--- src/rtl/ccr_flags.sv ---
module ccr_flags #(
  parameter int NF    = 4,
  parameter int BUS_W = 8
) (
  input  logic             clk,
  input  logic             rst,
  input  logic [NF-1:0]    alu_flags,
  input  logic [NF-1:0]    alu_mask,
  input  logic             alu_ld,
  input  logic [BUS_W-1:0] bus_in,
  input  logic             bus_ld,
  input  logic             ser_in,
  input  logic             ser_shift,
  input  logic             hid_cy_in,
  input  logic             hid_ld,
  input  logic             bus_oe,
  output logic [BUS_W-1:0] bus_out,
  output logic             bus_drive,
  output logic [NF-1:0]    flags,
  output logic             hid_cy
);

  localparam int PAD = BUS_W - NF;

  logic [NF-1:0] vis_q, vis_d;
  logic          hid_q;

  always_comb begin
    vis_d = vis_q;
    if (bus_ld)
      vis_d = bus_in[NF-1:0];
    else if (alu_ld)
      vis_d = (vis_q & ~alu_mask) | (alu_flags & alu_mask);
    else if (ser_shift)
      vis_d = {ser_in, vis_q[NF-1:1]};
  end

  always_ff @(posedge clk) begin
    if (rst) begin
      vis_q <= '0;
      hid_q <= 1'b0;
    end else begin
      vis_q <= vis_d;
      if (hid_ld) hid_q <= hid_cy_in;
    end
  end

  assign flags     = vis_q;
  assign hid_cy    = hid_q;
  assign bus_drive = bus_oe;
  assign bus_out   = bus_oe ? {{PAD{1'b0}}, vis_q} : '0;

  AST_RESET_CLEARS: assert property (@(posedge clk) rst |=> (flags == '0 && hid_cy == 1'b0));
  AST_HOLD_IDLE: assert property (@(posedge clk) disable iff (rst)
    (!bus_ld && !alu_ld && !ser_shift && !hid_ld) |=> ($stable(flags) && $stable(hid_cy)));
  AST_BUS_RESTORE: assert property (@(posedge clk) disable iff (rst)
    bus_ld |=> flags == $past(bus_in[NF-1:0]));
  AST_ALU_MASKED_KEEP: assert property (@(posedge clk) disable iff (rst)
    (alu_ld && !bus_ld) |=> ((flags & ~$past(alu_mask)) == ($past(flags) & ~$past(alu_mask))));
  AST_SHIFT_MOVES: assert property (@(posedge clk) disable iff (rst)
    (ser_shift && !alu_ld && !bus_ld) |=> (flags[NF-2:0] == $past(flags[NF-1:1]) && flags[NF-1] == $past(ser_in)));
  AST_HIDDEN_ONLY: assert property (@(posedge clk) disable iff (rst)
    (hid_ld && !bus_ld && !alu_ld && !ser_shift) |=> $stable(flags));
  AST_VISIBLE_ONLY: assert property (@(posedge clk) disable iff (rst)
    (!hid_ld) |=> $stable(hid_cy));
  AST_BUS_UPPER_ZERO: assert property (@(posedge clk) disable iff (rst)
    bus_out[BUS_W-1:NF] == '0);

endmodule

--- config.mk ---
export PLATFORM = sky130hd
export DESIGN_NAME = ccr_flags
export DESIGN_NICKNAME = d
export VERILOG_FILES = /design/src/rtl/ccr_flags.sv
export SDC_FILE = /design/constraint.sdc
export NUM_CORES = 1
export LEC_CHECK = 0
export BUFFER_PORTS_ARGS = -buffer_cell sky130_fd_sc_hd__buf_2
export CORE_AREA = 2 2 39 41
export DETAILED_ROUTE_END_ITERATION = 16
export DIE_AREA = 0 0 41 43
export PLACE_DENSITY_LB_ADDON = 0.05
export SETUP_SLACK_MARGIN = 0.3
export SYNTH_ARGS = -nofsm -noshare
export SYNTH_HDL_FRONTEND = slang
export SYNTH_SLANG_ARGS = --single-unit
--- constraint.sdc ---
create_clock -name clk -period 1.16 [get_ports clk]
set_clock_uncertainty 0.15 [all_clocks]
set_input_delay 0.174 -clock clk [delete_from_list [all_inputs] [get_ports clk]]
set_output_delay 0.174 -clock clk [all_outputs]
set_load 0.02 [all_outputs]
==> metrics.csv <==
metric;value;unit
status;complete, but fails checks;
violations;negative setup slack;
port-buffer-count;30;
num_vias;488;
coreArea;1380;sq um
ys.flop_type;dfxtp_1;
synth_top_area_cell;dfxtp_1;
final_nets;116;
highest_layer;met3;
rows;14;
syn2layout_area_growth;108;%
worstSetupPathType;register to output port;
setup_viol;3;
routed_wl;1.15;mm
numCtsBuffers;3;
hpwl;831;um
drc_errors;0;
synth_edf_count;0;
yosys.cell_types.count;21;
synthCells;47;
met1Wirelength;461;um
critPathMaxStageDelay;0.35;ns
clk_pin_slew;0.05;ns
cts_buffer_depth;2;
startpoint_type;register;
async_flop_share;0;%
drv_slew;0;
h-tree-depth;1;
grt_pass1_vias;410;
crit_buf_inv;1;
cp_slowest_cell;dfxtp_4;
fp.dieH;43;um
peakVddDrop;0.541;mV
power;697;uW
maxCapViolCount;0;
final.setup.worst_slack;-0.0158;ns
cp.required;0.84;ns
io-pin-count;39;
postSynthAreaPerCell;7.93;sq um
wl_per_cell;10.8;um
drt_pass1_iterations;4;
cp-end-kind;output port;
cts-root-buf;clkbuf_4;
drive_gt1_share;71.1;%
ys_top_cells_by_area;dfxtp_1 27%, buf_4 10%, nand2_1 7.0%, and2_1 6.7%, nor4b_1 4.7%;
seq_area_frac_synth;26.8;%
grt_overflow_total;0;
yosys_warnings;0;
rsz0062_at_grt;true;
grtUsageTotal;13.3;%
drt-initial-drc-count;5;
crit_chain;and2_4 -> buf_6;
netlist.area_leader.share;26.8;%
clock_sinks;5;
period_share;101;%
worstSkewPairLatency;0.25;ns
hold_class;input pin to register;
hold_violations;0;
via_per_inst;4.60;
dieArea;1760;sq um
post-route-min-period;1.18;ns
fin_setup_tns;-0.0335;ns
cts_tree;yes;
crit_fanout;4;
initial_core_util;26.9;%
ys_seq_elements;5;
worstPathArrival;0.85;ns
wl_met3;81;um
critPathTopFamily;flip-flops;
grt_max_degree;11;
final_util;56.1;%
grt_antenna_before_repair;0;
wl_met2;604;um
postRouteAntennaNets;0;
powerDensity;897;nW/um^2
dp_slack;-0.0496;ns
postPlaceCellArea;584;sq um
grt_pass1_wl;1.59;mm
stdcell_area;777;sq um
die_w;41;um
fmax;0.850;GHz
syn-cell-area;373;sq um
diodes;0;
p_leak;0.000391;uW
gp_congestion;0.662;
[worst min-delay path: cells and delay by family]
kind / cells / cell delay, ns
muxes: 1 / 0.06
and+or+nand+nor: 1 / 0.07
buffers and inverters: 1 / 0.07
[cells by family (layout without fill, tap and decap cells)]
family,Yosys count,in the layout,share of synthesized area (%)
AO/OA/AOI/OAI,12,12,26.2
buffers and inverters,8,48,15.1
other,1,4,1.01
multiplexers,1,1,2.68
flip-flops,5,5,26.8
AND/OR/NAND/NOR,20,20,28.2
[path summary, 6_finish.rpt]
kind                   from         end  slack [ns]  depth (start not counted)
setup / recovery   register  bus_out[3]       -0.02                          2
hold reg to reg    register    register        0.35                          2
hold / removal    hid_cy_in      hid_cy        0.02                          3
setup reg to reg   register    register        0.04                          4
[cells in the mapped netlist (2+ instances only)]
master    number
o21a_1         2
and2_1         4
a21boi_1       2
nand2_1        7
nor4b_1        2
buf_4          5
o32ai_1        2
inv_1          2
dfxtp_1        5
a21oi_1        2
nor2_1         4
[area by class of cell]
type	count	area, sq um
fill	148	607
multi-input combinational	37	310
timing repair buffer	42	299
sequential	5	114
clock buffer	4	26.3
tap	16	20.0
inverter	2	7.51
[what timing repair did]
item / CTS / global route
gates cloned: 0 / 0
setup buffers: 3 / 3
gates resized for setup: 23 / 8
pin swaps: 4 / 4
hold buffers: 0 / 0
endpoints found under the setup margin: 13 / 13
[metal layers]
metal  track usage (%)  up-vias
li1                  -      244
met1              15.5      222
met4              6.00        0
met5                 0        -
met2              21.6       22
met3              3.14        0
[report_power, final]
part	leakage, uW	switching, uW	internal, uW	total, uW
logic	0.000332	126	156	282
clock network	0.0000150	82.1	131	213
registers	0.0000439	14.4	187	202
[through the flow]
stage	hold WS [ns]	std cells
floorplan	0.0907	50
global placement	0.266	96
detailed placement	0.281	96
CTS	0.0173	103
global route	0.0409	106
finish	0.0197	106
[cells in the final DEF (no fill, tap or decap), drive strengths merged, types with 2 or more instances in the layout]
cell type  Yosys  layout
clkbuf         0       5
a21oi          2       2
conb           1       4
a21boi         2       2
o32ai          2       2
dfxtp          5       5
o21a           2       2
nor2           4       4
buf            6      41
nand2          7       7
nor4b          2       2
inv            2       2
and2           4       4
(Power assumes the default switching activity.)
